$ cat src/rtl/irqmod_pkg.sv
package irqmod_pkg;

   typedef enum logic {
      CH_IDLE = 1'b0,
      CH_RUN  = 1'b1
   } ch_state_e;

   typedef struct packed {
      logic serial_if;
      logic gigabit;
      logic fast_eth;
   } link_mode_t;

   typedef enum logic [1:0] {
      RATE_SLOW = 2'd0,
      RATE_MID  = 2'd1,
      RATE_FAST = 2'd2
   } rate_e;

   // Serial interface or gigabit wins over the 100M bit.
   function automatic rate_e decode_rate(input link_mode_t m);
      if (m.serial_if || m.gigabit) return RATE_FAST;
      if (m.fast_eth)               return RATE_MID;
      return RATE_SLOW;
   endfunction

endpackage

$ cat src/rtl/irqmod_tick_gen.sv
module irqmod_tick_gen
   import irqmod_pkg::*;
#(
   parameter int unsigned DIV_FAST = 100,
   parameter int unsigned DIV_MID  = 20,
   parameter int unsigned DIV_SLOW = 2
) (
   input  logic       clk,
   input  logic       rst_n,
   input  link_mode_t mode,
   output logic       tick
);

   localparam int unsigned DIV_HI  = (DIV_FAST > DIV_MID) ? DIV_FAST : DIV_MID;
   localparam int unsigned DIV_MAX = (DIV_HI > DIV_SLOW) ? DIV_HI : DIV_SLOW;
   localparam int unsigned CW      = $clog2(DIV_MAX);

   if (DIV_SLOW < 2 || DIV_MID < 2 || DIV_FAST < 2) begin : g_bad_div
      $error("irqmod_tick_gen: every divide ratio must be at least 2");
   end

   logic [CW-1:0] cnt_q;
   logic [CW-1:0] limit;

   always_comb begin
      unique case (decode_rate(mode))
         RATE_FAST: limit = CW'(DIV_FAST - 1);
         RATE_MID:  limit = CW'(DIV_MID - 1);
         default:   limit = CW'(DIV_SLOW - 1);
      endcase
   end

   // ">=" so a ratio shrink mid-period wraps at once instead of running to the top.
   assign tick = (cnt_q >= limit);

   always_ff @(posedge clk) begin
      if (!rst_n) cnt_q <= '0;
      else if (tick) cnt_q <= '0;
      else cnt_q <= cnt_q + 1'b1;
   end

   // with every ratio at least 2, two ticks never come on adjacent cycles
   a_r5_tick_gap: assert property (@(posedge clk) disable iff (!rst_n)
      tick |=> !tick);

   // the counter never runs past the largest ratio
   a_r5_cnt_bound: assert property (@(posedge clk) disable iff (!rst_n)
      cnt_q <= CW'(DIV_MAX - 1));

endmodule

$ cat src/rtl/irqmod_field_pick.sv
module irqmod_field_pick #(
   parameter int unsigned WORD_W = 32,
   parameter int unsigned CNT_W  = 8,
   parameter int unsigned LSB    = 0
) (
   input  logic [WORD_W-1:0] word,
   output logic [CNT_W-1:0]  count
);

   if (LSB + CNT_W > WORD_W) begin : g_bad_field
      $error("irqmod_field_pick: field runs past the word");
   end

   assign count = word[LSB +: CNT_W];

   logic unused_word;
   assign unused_word = ^word;

endmodule

$ cat src/rtl/irqmod_channel.sv
module irqmod_channel
   import irqmod_pkg::*;
#(
   parameter int unsigned CNT_W = 8
) (
   input  logic             clk,
   input  logic             rst_n,
   input  logic             tick,
   input  logic             done,
   input  logic [CNT_W-1:0] count,
   output logic             set_pulse
);

   if (CNT_W < 1) begin : g_bad_width
      $error("irqmod_channel: CNT_W must be at least 1");
   end

   ch_state_e        state_q;
   logic [CNT_W-1:0] rem_q;
   logic             set_q;
   logic             last_tick;

   assign last_tick = tick && (rem_q == CNT_W'(1));

   always_ff @(posedge clk) begin
      if (!rst_n) begin
         state_q <= CH_IDLE;
         rem_q   <= '0;
         set_q   <= 1'b0;
      end else begin
         set_q <= 1'b0;
         unique case (state_q)
            CH_IDLE: begin
               if (done) begin
                  if (count == '0) begin
                     set_q <= 1'b1;
                  end else begin
                     rem_q   <= count;
                     state_q <= CH_RUN;
                  end
               end
            end
            CH_RUN: begin
               // done is ignored here: merged into the pending expiry
               if (tick) begin
                  if (last_tick) begin
                     set_q   <= 1'b1;
                     state_q <= CH_IDLE;
                  end else begin
                     rem_q <= rem_q - 1'b1;
                  end
               end
            end
            default: state_q <= CH_IDLE;
         endcase
      end
   end

   assign set_pulse = set_q;

   // zero count strobes on the very next cycle
   a_r3_bypass: assert property (@(posedge clk) disable iff (!rst_n)
      (state_q == CH_IDLE && done && count == '0) |=> set_pulse);

   // a non-zero count loads the timer with the count seen at the start
   a_r4_load: assert property (@(posedge clk) disable iff (!rst_n)
      (state_q == CH_IDLE && done && count != '0) |=>
         (state_q == CH_RUN && rem_q == $past(count) && !set_pulse));

   // each non-final tick takes exactly one unit off the timer
   a_r4_countdown: assert property (@(posedge clk) disable iff (!rst_n)
      (state_q == CH_RUN && tick && !last_tick) |=>
         (state_q == CH_RUN && rem_q == $past(rem_q) - 1'b1));

   // without a tick, a running timer holds whatever done or count do
   a_r6_no_restart: assert property (@(posedge clk) disable iff (!rst_n)
      (state_q == CH_RUN && !tick) |=>
         (state_q == CH_RUN && $stable(rem_q) && !set_pulse));

   // expiry gives one strobe and goes back to idle
   a_r7_expire: assert property (@(posedge clk) disable iff (!rst_n)
      (state_q == CH_RUN && last_tick) |=> (set_pulse && state_q == CH_IDLE));

   // a strobe is only ever seen with the channel idle
   a_r7_idle_on_set: assert property (@(posedge clk) disable iff (!rst_n)
      set_pulse |-> state_q == CH_IDLE);

endmodule

$ cat src/rtl/irqmod_top.sv
module irqmod_top
   import irqmod_pkg::*;
#(
   parameter int unsigned WORD_W   = 32,
   parameter int unsigned CNT_W    = 8,
   parameter int unsigned RX_LSB   = 0,
   parameter int unsigned TX_LSB   = 16,
   parameter int unsigned STAT_W   = 8,
   parameter int unsigned RX_BIT   = 1,
   parameter int unsigned TX_BIT   = 7,
   parameter int unsigned DIV_FAST = 100,
   parameter int unsigned DIV_MID  = 20,
   parameter int unsigned DIV_SLOW = 2
) (
   input  logic              clk,
   input  logic              rst_n,
   input  logic [WORD_W-1:0] mod_word,
   input  logic              link_tbi,
   input  logic              link_gig,
   input  logic              link_100m,
   input  logic              rx_done,
   input  logic              tx_done,
   output logic [STAT_W-1:0] irq_set
);

   localparam int unsigned NUM_CH = 2;
   localparam logic [STAT_W-1:0] ALLOWED =
      (STAT_W'(1) << RX_BIT) | (STAT_W'(1) << TX_BIT);

   if (RX_BIT == TX_BIT || RX_BIT >= STAT_W || TX_BIT >= STAT_W) begin : g_bad_bits
      $error("irqmod_top: status bits must be distinct and inside the vector");
   end
   if (!(RX_LSB + CNT_W <= TX_LSB || TX_LSB + CNT_W <= RX_LSB)) begin : g_bad_fields
      $error("irqmod_top: receive and transmit fields overlap");
   end

   link_mode_t mode;
   logic       tick;
   logic [NUM_CH-1:0] done_v;
   logic [NUM_CH-1:0] set_v;

   assign mode   = '{serial_if: link_tbi, gigabit: link_gig, fast_eth: link_100m};
   assign done_v = {tx_done, rx_done};

   irqmod_tick_gen #(
      .DIV_FAST (DIV_FAST),
      .DIV_MID  (DIV_MID),
      .DIV_SLOW (DIV_SLOW)
   ) u_tick (
      .clk   (clk),
      .rst_n (rst_n),
      .mode  (mode),
      .tick  (tick)
   );

   for (genvar ch = 0; ch < NUM_CH; ch++) begin : g_ch
      localparam int unsigned FIELD_LSB = (ch == 0) ? RX_LSB : TX_LSB;
      logic [CNT_W-1:0] count;

      irqmod_field_pick #(
         .WORD_W (WORD_W),
         .CNT_W  (CNT_W),
         .LSB    (FIELD_LSB)
      ) u_pick (
         .word  (mod_word),
         .count (count)
      );

      irqmod_channel #(
         .CNT_W (CNT_W)
      ) u_chan (
         .clk       (clk),
         .rst_n     (rst_n),
         .tick      (tick),
         .done      (done_v[ch]),
         .count     (count),
         .set_pulse (set_v[ch])
      );
   end

   always_comb begin
      irq_set         = '0;
      irq_set[RX_BIT] = set_v[0];
      irq_set[TX_BIT] = set_v[1];
   end

   // only the two fixed status bits may ever be set
   a_r10_fixed_bits: assert property (@(posedge clk) disable iff (!rst_n)
      (irq_set & ~ALLOWED) == '0);

   // no strobe in the cycle following reset release
   a_r2_quiet_after_reset: assert property (@(posedge clk)
      !rst_n |=> irq_set == '0);

endmodule

$ cat config.mk
export PLATFORM = sky130hd
export DESIGN_NAME = irqmod_top
export DESIGN_NICKNAME = d
export VERILOG_FILES = /design/src/rtl/irqmod_pkg.sv /design/src/rtl/irqmod_tick_gen.sv /design/src/rtl/irqmod_field_pick.sv /design/src/rtl/irqmod_channel.sv /design/src/rtl/irqmod_top.sv
export SDC_FILE = /design/constraint.sdc
export NUM_CORES = 1
export LEC_CHECK = 0
export BUFFER_PORTS_ARGS = -buffer_cell sky130_fd_sc_hd__buf_2
export CORE_UTILIZATION = 50
export CTS_CLUSTER_SIZE = 14
export DETAILED_ROUTE_END_ITERATION = 7
export HOLD_SLACK_MARGIN = 0.06
export PLACE_DENSITY = 0.85
export SLEW_MARGIN = 20
export SYNTH_ARGS = -nofsm -noshare
export SYNTH_HDL_FRONTEND = slang
export SYNTH_SLANG_ARGS = --single-unit
$ cat constraint.sdc
create_clock -name clk -period 2.3 [get_ports clk]
set_input_delay 0.23 -clock clk [delete_from_list [all_inputs] [get_ports clk]]
set_output_delay 0.23 -clock clk [all_outputs]
set_load 0.03 [all_outputs]
Word-level counts from Yosys, hierarchy flattened
Cells that the tools add are included.
{"block": "op_classes", "addsub": 3, "magnitude_cmp": 1, "n_eq_ne": 12, "mux": 38, "bitwise": 3, "n_reduce_logical": 8}
{"cell": "two-way mux 8 bit", "n": 8}
{"cell": "one-hot mux 8 bit (2 select lines)", "n": 2}
{"cell": "two-way mux 1 bit", "n": 19}
{"cell": "== test 8 x 1 -> 1 bit, second input constant", "n": 2}
{"cell": "zero test 8 bit", "n": 2}
{"cell": "subtractor 8 x 1 -> 8 bit, second input constant", "n": 2}
{"cell": "inequality test 2 bit, second input constant", "n": 7}
{"cell": "one-hot mux 7 bit (2 select lines)", "n": 1}
{"cell": "two-way mux 2 bit", "n": 4}
{"cell": "one-hot mux 1 bit (2 select lines)", "n": 4}
{"cell": "AND reduction 4 bit", "n": 2}
{"cell": "adder 7 x 1 -> 7 bit, second input constant", "n": 1}
{"cell": ">= comparator 7 bit", "n": 1}
{"cell": "NOT 1 bit", "n": 3}
{"cell": "== test 2 x 1 -> 1 bit, second input constant", "n": 1}
{"cell": "== test 2 bit, second input constant", "n": 1}
{"cell": "logical AND 1 bit", "n": 2}
{"cell": "inequality test 2 x 1 -> 1 bit, second input constant", "n": 1}
{"cell": "OR reduction 2 bit", "n": 1}
{"cell": "logical OR 1 bit", "n": 1}
{"block": "totals", "ff_bits": 27, "output_inout_bits": 8, "wordCells": 72}

Logic depth before layout (Yosys ltp)
Gate-level depths: netlist of run 1.
{"block": "depth", "word_depth": 12, "ltp_mapped": 9, "mapped_depth_nobuf": 8}

Cells and area by module
From an unflattened synthesis of run 1, not the netlist that was laid out.
{"block": "unflattened", "cells_unflattened": 223, "hier_area_um2": 1889.3}
{"mod": "irqmod_channel (g_ch[1].u_chan)", "n_inst": 1, "cells_each": 79, "area_per_inst_um2": 675.6, "seq_area_each_um2": 200.2}
{"mod": "irqmod_channel (g_ch[0].u_chan)", "n_inst": 1, "cells_each": 79, "area_per_inst_um2": 655.6, "seq_area_each_um2": 200.2}
{"mod": "irqmod_tick_gen", "n_inst": 1, "cells_each": 42, "area_per_inst_um2": 389.1, "seq_area_each_um2": 140.1}
{"mod": "irqmod_field_pick", "n_inst": 2, "cells_each": 8, "area_per_inst_um2": 60.1, "seq_area_each_um2": 0.0}
{"mod": "irqmod_top", "n_inst": 1, "cells_each": 7, "area_per_inst_um2": 48.8, "seq_area_each_um2": 0.0}

Worst setup path after synthesis of run 1
OpenSTA, ideal clock, no wires.
{"block": "synth_path", "path_type": "input to register", "startpoint": "in link_gig", "endpoint": "reg g_ch[0].u_chan.rem_q[3]", "t_arrival_ps": 1709, "path_slack_ps": 471, "path_stages": 8, "path_cell_list": "nor3_1 ha_1 a211oi_1 a21boi_2 a21oi_2 buf_2 nor2_1 o31a_1"}
{"block": "synth_via", "elab_chain_cells": 9, "elab_cells_between_ends": 11, "classes_between": "order compare: 1; eq/ne: 4; mux: 3; reduce/logical: 3"}
{"item": "from (decl)", "line": "irqmod_top.sv:19", "source": "input logic link_gig,"}
{"item": "logical OR 1 bit (*)", "line": "irqmod_pkg.sv:22", "source": "if (m.serial_if || m.gigabit) return RATE_FAST;"}
{"item": "two-way mux 1 bit (*)", "line": "irqmod_pkg.sv:22"}
{"item": "two-way mux 2 bit (*)", "line": "irqmod_pkg.sv:23", "source": "if (m.fast_eth) return RATE_MID;"}
{"item": "== test 2 x 1 -> 1 bit / == test 2 bit (equally long branches)", "line": "irqmod_tick_gen.sv:26", "source": "unique case (decode_rate(mode))"}
{"item": "one-hot mux 7 bit (2 select lines) (*)", "line": "irqmod_tick_gen.sv:26"}
{"item": ">= comparator 7 bit (*)", "line": "irqmod_tick_gen.sv:34", "source": "assign tick = (cnt_q >= limit);"}
{"item": "logical AND 1 bit", "line": "irqmod_channel.sv:23", "source": "assign last_tick = tick && (rem_q == CNT_W'(1));"}
{"item": "inequality test 2 bit (no line)"}
{"item": "AND reduction 4 bit (no line) (*)"}
{"item": "to (signal assigned)", "line": "irqmod_channel.sv:38", "source": "rem_q <= count;"}
{"item": "to (signal assigned)", "line": "irqmod_channel.sv:50", "source": "rem_q <= rem_q - 1'b1;"}
{"item": "to (decl)", "line": "irqmod_channel.sv:19", "source": "logic [CNT_W-1:0] rem_q;"}
Every way passes the cells marked *; elsewhere a longest branch is shown, timed or not.
A chain may end at the register's enable or synchronous reset.

Final worst setup path of run 1
{"block": "layout_path", "startpoint": "reg u_tick.cnt_q[1]", "endpoint": "reg g_ch[0].u_chan.rem_q[3]"}
{"block": "layout_via", "elab_chain_cells": 4, "elab_cells_between_ends": 5, "classes_between": "order compare: 1; eq/ne: 2; reduce/logical: 2"}
{"item": "from (decl)", "line": "irqmod_tick_gen.sv:22", "source": "logic [CW-1:0] cnt_q;"}
{"item": "from (signal assigned)", "line": "irqmod_tick_gen.sv:39", "source": "else cnt_q <= cnt_q + 1'b1;"}
{"item": ">= comparator 7 bit (*)", "line": "irqmod_tick_gen.sv:34"}
{"item": "logical AND 1 bit", "line": "irqmod_channel.sv:23"}
{"item": "inequality test 2 bit (no line)"}
{"item": "AND reduction 4 bit (no line) (*)"}
Marked as above.

==> results of run 1 <==
[power groups by stage]
stage / logic [mW] / registers, mW / clock network, mW
2_1_floorplan: 0.234 / 0.539 / 0
3_3_place_gp: 0.285 / 0.552 / 0
3_5_place_dp: 0.292 / 0.553 / 0
4_1_cts: 0.294 / 0.542 / 0.287
5_1_grt: 0.331 / 0.550 / 0.305
6_report: 0.296 / 0.543 / 0.276
[cell usage in the layout (no fill, tap or decap), types with 4 or more instances in the layout]
cell / n
sky130_fd_sc_hd__dfxtp_1: 27
sky130_fd_sc_hd__buf_2: 24
sky130_fd_sc_hd__nand2_1: 22
sky130_fd_sc_hd__nor2_1: 21
sky130_fd_sc_hd__nand3_1: 12
sky130_fd_sc_hd__nor3_1: 11
sky130_fd_sc_hd__ha_1: 9
sky130_fd_sc_hd__inv_1: 8
sky130_fd_sc_hd__a21oi_1: 7
sky130_fd_sc_hd__conb_1: 6
sky130_fd_sc_hd__nor2b_1: 5
sky130_fd_sc_hd__o22ai_1: 5
sky130_fd_sc_hd__nor4_1: 4
sky130_fd_sc_hd__nand2b_1: 4
sky130_fd_sc_hd__nor3b_1: 4
sky130_fd_sc_hd__o21ai_0: 4
sky130_fd_sc_hd__buf_4: 4
[state kept, by name, summed over array words and instances, names as in the netlist]
signal                 flops
g_ch.u_chan.set_pulse      2
g_ch.u_chan.rem_q         16
u_tick.cnt_q               7
g_ch.u_chan.state_q        2
[final cells by class]
class,instances,share of cell area (%)
repair buffers,28,7.39
flip-flops and latches,27,26.6
clock inverters,1,0.246
well taps,46,2.83
clock buffers,3,2.03
multi-input cells,178,59.2
inverters,9,1.66
[per-stage QoR]
step / std cells / total power, mW / utilization (%)
after floorplan: 228 / 0.774 / -
after global placement: 288 / 0.836 / 57.7
after detailed placement: 288 / 0.845 / 57.7
after CTS: 292 / 1.12 / 59.0
after global routing: 292 / 1.18 / 59.0
final: 292 / 1.11 / 59.0
[worst max-delay path, cell delays in order, from the launching register on]
cell	delay, ps
sky130_fd_sc_hd__dfxtp_1	340
sky130_fd_sc_hd__ha_1	290
sky130_fd_sc_hd__a211oi_1	280
sky130_fd_sc_hd__a21boi_2	130
sky130_fd_sc_hd__a21oi_2	420
sky130_fd_sc_hd__nor2_1	110
sky130_fd_sc_hd__o31a_1	300
[kinds of logic (layout without fill, tap and decap cells)]
logic type / after synthesis / after routing / synth area share (%)
muxes: 3 / 3 / 1.63
and+or+nand+nor: 102 / 102 / 31.3
adders and majority gates: 9 / 9 / 6.11
xor gates and xnor gates: 5 / 5 / 2.38
AOI/OAI and AO/OA: 53 / 53 / 22.7
DFF: 27 / 27 / 29.3
buffers and inverters: 23 / 41 / 6.39
other: 1 / 6 / 0.204
[metal layers]
| layer | wire length (microns) | GRT usage (%) | part of all wire [%] |
|---|---|---|---|
| met1 | 1810 | 29.0 | 44 |
| met4 | 24 | 8.43 | 0.59 |
| met3 | 204 | 3.83 | 5.0 |
| met2 | 2040 | 40.4 | 50 |
| met5 | 0 | 0 | 0 |
[how the worst max path moves through the flow]
stage / depth (start not counted) / endpoint / startpoint
after floorplan: 8 / g_ch[0].u_chan.rem_q[3]$_SDFFE_PN0P_ / link_gig
after global placement: 8 / g_ch[0].u_chan.rem_q[3]$_SDFFE_PN0P_ / link_gig
after detailed placement: 8 / g_ch[0].u_chan.rem_q[3]$_SDFFE_PN0P_ / link_gig
after CTS: 6 / g_ch[0].u_chan.rem_q[3]$_SDFFE_PN0P_ / u_tick.cnt_q[1]$_SDFF_PP0_
after global routing: 6 / u_tick.cnt_q[5]$_SDFF_PP0_ / u_tick.cnt_q[1]$_SDFF_PP0_
final: 6 / g_ch[0].u_chan.rem_q[3]$_SDFFE_PN0P_ / u_tick.cnt_q[1]$_SDFF_PP0_
==> out/results.md, run 1 <==
* **outcome** finished clean
* **startpoint of the most critical register-to-register path** u_tick.cnt_q[1]$_SDFF_PP0_
* **clock slew at reported path FFs** 100 ps
* **Row Count** 21
* **cell area after synthesis** 0.00184 sq mm
* **hold wc startpoint** mod_word[6]
* **cells after synthesis** 223
* **Min-Delay Endpoint** g_ch[0].u_chan.rem_q[6]$_SDFFE_PN0P_
* **count of H-tree levels built during CTS** 1
* **Post-DRT Antenna Nets** 0
* **setup repair after global routing missed its margin** false
* **input/output buffers** 24
* **clock sink total** 27
* **Worst Hold Margin** 239 ps
* **class of the tightest hold or removal check** input port to register
* **vertical die dimension** 62.7 microns
* **minimum clock period** 1960 ps
* **Initial Util** 53.5%
* **total number of yosys warnings** 0
* **TritonCTS clock tree** done
* **most instantiated library cell after synthesis** sky130_fd_sc_hd__dfxtp_1
* **clock buffer count from CTS** 3
* **floorplan die width** 62.7 microns
* **max-cap violation count** 0
* **share of the clock period used by the worst path after layout** 85.3%
* **Critical Path End Type** register
* **worst reg-to-reg setup slack** 340 ps
* **power share of the clock group** 24.7%
* **Worst R2R Path Depth** 6
* **layout overhead on the synthesized area** 10.3%
* **average footprint of a synthesized cell** 8.26 sq um
* **initial antenna violation count** 0
* **worst slack after detailed placement** 134 ps
* **area of combinational cells with multiple inputs** 0.00120 sq mm
* **number of hold violations in the final report** 0
* **portion of synthesized cell area occupied by the leading cell type** 29.3%
* **estimated wirelength of the detail-placed design** 3.05 mm
* **Antenna diodes** 0
* **arrival time worst endpoint** 2140 ps
* **number of synthesized register bits** 27
* **worst clock skew** 6.52 ps
* **first-pass GRT wire length** 7.39 mm
* **flip-flop and latch area** 541 sq um
* **quantity of gates resized following cts** 0
* **global router's overall resource usage** 23.4%
* **Final Worst Setup Slack** 338 ps
* **Area contributors post-synth** sky130_fd_sc_hd__dfxtp_1 29%, sky130_fd_sc_hd__ha_1 6.1%, sky130_fd_sc_hd__nand2_1 4.5%
* **Distinct cells, synth** 59
* **Fin Setup TNS** 0 ps
* **async set-or-reset flop fraction in the synthesized netlist** 0%
* **CTS hold repair buffers** 0
* **endpoint of the worst register-to-register path** g_ch[0].u_chan.rem_q[3]$_SDFFE_PN0P_
* **total power per unit cell area** 549 mW/mm^2
* **DR DRC count** 0
* **insertion delay to the later sink of the worst-skew pair** 280 ps
* **Required @ worst endpoint** 2480 ps
* **internal power component** 0.748 mW
* **WL final** 4.08 mm
* **power share of the sequential group** 48.7%
* **placer congestion estimate** 0.870
* **final instance area** 0.00203 sq mm
* **pin count of the biggest net entering global routing** 20
* **critical path type** register to register
* **1st-iter DRT viols** 168
* **postcts setup bufs** 0
* **synth cell count leaders** 27 x sky130_fd_sc_hd__dfxtp_1, 22 x sky130_fd_sc_hd__nand2_1, 21 x sky130_fd_sc_hd__nor2_1
* **Synth Flop Type** sky130_fd_sc_hd__dfxtp_1
* **Post-synth EDFFs** 0
* **maximum vdd drop** 0.287 mV
* **via count of the first global-routing pass** 1,662
* **share of total power consumed by net switching** 32.9%
* **buffer levels on the longest clock path** 2
* **sequential element share of the synthesized area** 29.3%
* **Root Buffer** sky130_fd_sc_hd__clkbuf_8
* **Placement Cell Area** 0.00198 sq mm
* **number of filler cells placed in the layout** 330
* **relative contribution of combinational cells to total power** 26.5%
* **DIE AREA** 0.00393 sq mm
* **LEAKAGE** 0.829 nW
* **startpoint kind of the worst setup timing path** register
* **Final #Nets** 295
* **DR vias/cell** 5.84
* **I/O pin total** 47
* **number of search-and-repair iterations in the first detailed-routing pass** 4
* **routed vias** 1,706
* **leading area contributor after synthesis** sky130_fd_sc_hd__dfxtp_1
* **core region area** 0.00344 sq mm
* **wire length per cell** 14.0 microns
* **count of endpoints failing setup in the final report** 0
* **Crit Path Max Fanout** 10
* **cell depth of the worst hold path** 3
* **fraction of final layout cells with drive strength greater than 1** 18.7%
* **global-route congestion overflow total** 0
* **max frequency** 0.510 GHz
* **switching power total** 0.366 mW
* **final-report max-slew violation count** 0
No activity file was read; power rests on OpenSTA's default activity.
==> run 2, diff against run 1 <==
Clock period 2.3 ns to 2.1 ns, I/O delays scaled along.
==> out/results.md, run 2 (same netlist as run 1, synthesis figures left out) <==
* **placer congestion estimate** 0.880, +1.1%
* **Post-DRT Antenna Nets** 0, unchanged
* **via count of the first global-routing pass** 1,584, -4.7%
* **count of H-tree levels built during CTS** 1, unchanged
* **Worst Hold Margin** 240 ps, +0.631 ps
* **setup repair after global routing missed its margin** false
* **DR DRC count** 0, unchanged
* **routed vias** 1,721, +0.88%
* **count of endpoints failing setup in the final report** 0, unchanged
* **fraction of final layout cells with drive strength greater than 1** 19.4%, +0.66 points
* **insertion delay to the later sink of the worst-skew pair** 280 ps, about the same
* **clock slew at reported path FFs** 100 ps, about the same
* **number of hold violations in the final report** 0, unchanged
* **estimated wirelength of the detail-placed design** 3.10 mm, +1.6%
* **worst clock skew** 11.2 ps, +4.64 ps
* **core region area** 0.00344 sq mm, unchanged
* **input/output buffers** 24, unchanged
* **critical path type** register to register
* **non-filler instance count after layout** 294, +0.68%
* **minimum clock period** 1850 ps, -116 ps
* **outcome** finished clean
* **initial antenna violation count** 0, unchanged
* **arrival time worst endpoint** 2010 ps, -130 ps
* **Crit Path Max Fanout** 10, unchanged
* **floorplan die width** 62.7 microns, unchanged
* **worst reg-to-reg setup slack** 250 ps, -80 ps
* **pin count of the biggest net entering global routing** 20, unchanged
* **DIE AREA** 0.00393 sq mm, unchanged
* **Initial Util** 53.5%, unchanged
* **clock buffer count from CTS** 3, unchanged
* **Placement Cell Area** 0.00201 sq mm, +1.4%
* **maximum vdd drop** 0.374 mV, +30%
* **register bank with the most flops** g_ch.u_chan.rem_q
* **1st-iter DRT viols** 130, -23%
* **number of placed instances with taps included** 290, +0.69%
* **share of the clock period used by the worst path after layout** 87.9%, +2.6 points
* **total power per unit cell area** 593 mW/mm^2, +8.0%
* **Required @ worst endpoint** 2270 ps, -210 ps
* **Antenna diodes** 0, unchanged
* **wire length per cell** 13.9 microns, -0.27%
* **max-cap violation count** 0, unchanged
* **core utilization of the finished layout** 59.8%, +0.80 points
* **Final #Nets** 297, +0.68%
* **most common cell after layout, fill and taps aside** sky130_fd_sc_hd__dfxtp_1
* **most frequent cells in the layout** 27 x sky130_fd_sc_hd__dfxtp_1, 24 x sky130_fd_sc_hd__buf_2, 22 x sky130_fd_sc_hd__nand2_1
* **flip-flop count of the largest register after layout** 16, unchanged
* **number of filler cells placed in the layout** 325, -1.5%
* **I/O pin total** 47, unchanged
* **Row Count** 21, unchanged
* **max frequency** 0.542 GHz, +6.3%
* **class of the tightest hold or removal check** input port to register
* **hold wc startpoint** mod_word[6]
* **quantity of gates resized following cts** 0, unchanged
* **number of search-and-repair iterations in the first detailed-routing pass** 4, unchanged
* **LEAKAGE** 0.844 nW, +1.9%
* **DR vias/cell** 5.85, +0.19%
* **final instance area** 0.00206 sq mm, +1.4%
* **Critical Path End Type** register
* **endpoint of the worst register-to-register path** g_ch[0].u_chan.rem_q[5]$_SDFFE_PN0P_
* **startpoint kind of the worst setup timing path** register
* **Root Buffer** sky130_fd_sc_hd__clkbuf_8
* **Fin Setup TNS** 0 ps, unchanged
* **clock sink total** 27, unchanged
* **final-report max-slew violation count** 0, unchanged
* **WL final** 4.10 mm, +0.42%
* **first-pass GRT wire length** 7.08 mm, -4.2%
* **CTS hold repair buffers** 0, unchanged
* **global-route congestion overflow total** 0, unchanged
* **startpoint of the most critical register-to-register path** u_tick.cnt_q[4]$_SDFF_PP0_
* **cell depth of the worst hold path** 3, unchanged
* **postcts setup bufs** 0, unchanged
* **Min-Delay Endpoint** g_ch[0].u_chan.rem_q[6]$_SDFFE_PN0P_
* **global router's overall resource usage** 22.4%, -0.99 points
* **vertical die dimension** 62.7 microns, unchanged
* **TritonCTS clock tree** done
* **Worst R2R Path Depth** 7, +1
* **leading registers by flop count** g_ch.u_chan.rem_q x16, u_tick.cnt_q x7
* **layout overhead on the synthesized area** 11.8%
* **buffer levels on the longest clock path** 2, unchanged
## run 2: cell type report
type,count,area [sq um],share of cell area [%]
Clock buffer,3,41.3,2.01
Clock inverter,1,5.00,0.243
Inverter,9,33.8,1.64
Multi-Input combinational cell,178,1200,58.4
Sequential cell,27,541,26.3
Tap cell,46,57.6,2.80
Timing Repair Buffer,30,178,8.63
## run 2: worst max-delay path: stages (launching register included)
cell	delay (ps)
sky130_fd_sc_hd__dfxtp_1	420
sky130_fd_sc_hd__ha_1	200
sky130_fd_sc_hd__nor3_1	70
sky130_fd_sc_hd__a21boi_2	250
sky130_fd_sc_hd__a21oi_2	120
sky130_fd_sc_hd__buf_12	150
sky130_fd_sc_hd__o31a_1	260
sky130_fd_sc_hd__o31a_1	260
## run 2: worst max path at each step
stage	cells after the start	startpoint	to
after global routing	7	u_tick.cnt_q[1]$_SDFF_PP0_	g_ch[1].u_chan.rem_q[6]$_SDFFE_PN0P_
final	7	u_tick.cnt_q[4]$_SDFF_PP0_	g_ch[0].u_chan.rem_q[5]$_SDFFE_PN0P_
after detailed placement	9	link_gig	g_ch[0].u_chan.rem_q[3]$_SDFFE_PN0P_
after CTS	7	u_tick.cnt_q[1]$_SDFF_PP0_	g_ch[0].u_chan.rem_q[1]$_SDFFE_PN0P_
after global placement	9	link_gig	g_ch[0].u_chan.rem_q[3]$_SDFFE_PN0P_
after floorplan	8	link_gig	g_ch[0].u_chan.rem_q[3]$_SDFFE_PN0P_
## run 2: through the flow
| step | total power [mW] | setup WS, ps |
|---|---|---|
| 6_report | 1.22 | 253 |
| 5_1_grt | 1.29 | 150 |
| 4_1_cts | 1.23 | 241 |
| 3_5_place_dp | 0.929 | 81.5 |
| 3_3_place_gp | 0.919 | 78.4 |
| 2_1_floorplan | 0.847 | 291 |
## run 2: power breakdown
part | switching [mW] | total (mW) | internal, mW
Sequential | 0.0431 | 0.590 | 0.547
Clock | 0.165 | 0.298 | 0.133
Combinational | 0.190 | 0.332 | 0.142
## run 2: routing by layer
layer  global-route usage [%]  up-vias  wire (microns)
met5                        0        -               0
met4                     6.40        0              27
met3                     4.38        4             226
met2                     39.7       56            2050
met1                     27.1      798            1790
li1                         -      863               -
==> run 3, diff against run 2 <==
Settings changed: CORE_ASPECT_RATIO set to 2.
==> out/results.md, run 3 (same netlist as run 1, synthesis figures left out) <==
* **Row Count** 30, +43%
* **clock buffer count from CTS** 3, unchanged
* **core utilization of the finished layout** 59.8%, about the same
* **worst clock skew** 1.65 ps, -9.51 ps
* **register bank with the most flops** g_ch.u_chan.rem_q
* **maximum vdd drop** 0.460 mV, +23%
* **DR DRC count** 0, unchanged
* **Antenna diodes** 0, unchanged
* **Crit Path Max Fanout** 6, -4
* **WL final** 4.34 mm, +5.9%
* **1st-iter DRT viols** 37, -72%
* **layout overhead on the synthesized area** 12.2%
* **wire length per cell** 14.6 microns, +4.5%
* **fraction of final layout cells with drive strength greater than 1** 20.0%, +0.65 points
* **number of placed instances with taps included** 294, +1.4%
* **worst slack after detailed placement** 105 ps, +23.4 ps
* **initial antenna violation count** 0, unchanged
* **count of H-tree levels built during CTS** 1, unchanged
* **arrival time worst endpoint** 2010 ps, about the same
* **TritonCTS clock tree** done
* **share of the clock period used by the worst path after layout** 86.9%, -1.1 points
* **non-filler instance count after layout** 298, +1.4%
* **routed vias** 1,741, +1.2%
* **minimum clock period** 1820 ps, -22.6 ps
* **Post-DRT Antenna Nets** 0, unchanged
* **leading registers by flop count** g_ch.u_chan.rem_q x16, u_tick.cnt_q x7
* **Required @ worst endpoint** 2280 ps, about the same
* **LEAKAGE** 0.843 nW, -0.10%
* **clock slew at reported path FFs** 90 ps, about the same
* **area of combinational cells with multiple inputs** 0.00120 sq mm, unchanged
* **postcts setup bufs** 0, unchanged
* **clock sink total** 27, unchanged
* **most common cell after layout, fill and taps aside** sky130_fd_sc_hd__dfxtp_1
* **quantity of gates resized following cts** 0, unchanged
* **Worst-Margin Slew** 630 ps
* **DR vias/cell** 5.84, -0.20%
* **total power per unit cell area** 601 mW/mm^2, +1.5%
* **setup repair after global routing missed its margin** false
* **number of search-and-repair iterations in the first detailed-routing pass** 4, unchanged
* **insertion delay to the later sink of the worst-skew pair** 280 ps, about the same
* **global router's overall resource usage** 25.0%, +2.6 points
* **class of the tightest hold or removal check** input port to register
* **input/output buffers** 24, unchanged
* **Critical Path End Type** register
* **floorplan die width** 44.9 microns, -28%
* **pin count of the biggest net entering global routing** 19, -5.0%
* **worst max-slew margin expressed relative to the limit** 57.6%
* **number of filler cells placed in the layout** 325, unchanged
* **core region area** 0.00345 sq mm, +0.33%
* **critical path type** register to register
* **outcome** finished clean
* **number of hold violations in the final report** 0, unchanged
* **CTS hold repair buffers** 0, unchanged
* **flip-flop count of the largest register after layout** 16, unchanged
* **first-pass GRT wire length** 7.46 mm, +5.4%
* **buffer levels on the longest clock path** 2, unchanged
* **Final #Nets** 299, +0.67%
* **Power Total** 1.24 mW, +1.9%
* **count of endpoints failing setup in the final report** 0, unchanged
* **flip-flop and latch area** 541 sq um, unchanged
* **DIE AREA** 0.00394 sq mm, +0.38%
* **max-cap violation count** 0, unchanged
* **Final Worst Setup Slack** 276 ps, +22.6 ps
* **estimated wirelength of the detail-placed design** 3.34 mm, +7.8%
* **vertical die dimension** 87.8 microns, +40%
* **Root Buffer** sky130_fd_sc_hd__clkbuf_8
* **max frequency** 0.548 GHz, +1.2%
* **Fin Setup TNS** 0 ps, unchanged
* **placer congestion estimate** 0.891, +1.2%
* **I/O pin total** 47, unchanged
* **most frequent cells in the layout** 27 x sky130_fd_sc_hd__dfxtp_1, 24 x sky130_fd_sc_hd__buf_2, 22 x sky130_fd_sc_hd__nand2_1
* **via count of the first global-routing pass** 1,717, +8.4%
* **final-report max-slew violation count** 0, unchanged
* **Initial Util** 53.3%, -0.17 points
* **startpoint kind of the worst setup timing path** register
* **global-route congestion overflow total** 0, unchanged
## run 3: cell count changes in the layout (fill, tap and decap cells not counted)
cell,delta
sky130_fd_sc_hd__clkinv_2,-1
sky130_fd_sc_hd__clkinvlp_4,+1
sky130_fd_sc_hd__buf_12,-1
sky130_fd_sc_hd__buf_4,+3
## run 3: per-stage QoR
step | instance area (sq um) | hold slack (ps)
global route | 2070 | 237
finish | 2070 | 226
CTS | 2070 | 213
detailed placement | 2020 | 465
global placement | 2020 | 458
floorplan | 1860 | 360
## run 3: final cells by class
class	count	share of cell area, %
Tap cell	48	2.91
Sequential cell	27	26.2
Clock buffer	3	2.00
Inverter	9	1.64
Multi-Input combinational cell	178	58.2
Timing Repair Buffer	32	8.72
Clock inverter	1	0.363
## run 3: critical path, cell delays in order, from the launching register on
cell and delay [ps]:
sky130_fd_sc_hd__dfxtp_1 340, sky130_fd_sc_hd__ha_1 280, sky130_fd_sc_hd__a211oi_1 80, sky130_fd_sc_hd__a21boi_2 240, sky130_fd_sc_hd__a21oi_2 100, sky130_fd_sc_hd__buf_4 160, sky130_fd_sc_hd__o31a_1 270, sky130_fd_sc_hd__o31a_1 270
## run 3: where the power goes
group / internal, mW / switching (mW) / leakage [nW]
Clock: 0.135 / 0.178 / 0.0217
Combinational: 0.144 / 0.192 / 0.600
Sequential: 0.547 / 0.0459 / 0.222
## run 3: path summary, 6_finish.rpt
check | endpoint | cells past startpoint | from | slack (ps)
worst max-delay path | g_ch[0].u_chan.rem_q[5]$_SDFFE_PN0P_ | 7 | u_tick.cnt_q[1]$_SDFF_PP0_ | 280
worst min-delay path | g_ch[0].u_chan.rem_q[6]$_SDFFE_PN0P_ | 3 | mod_word[6] | 230
worst max register to register | g_ch[0].u_chan.rem_q[5]$_SDFFE_PN0P_ | 7 | u_tick.cnt_q[1]$_SDFF_PP0_ | 280
worst min register to register | u_tick.cnt_q[0]$_SDFF_PP0_ | 1 | u_tick.cnt_q[0]$_SDFF_PP0_ | 490
## run 3: layer usage
layer	track usage, %	vias up	part of all wire, %
met5	0	-	0
met4	11.6	0	3.1
met3	2.06	12	3.7
met2	45.5	52	55
met1	28.1	820	38
li1	-	857	-
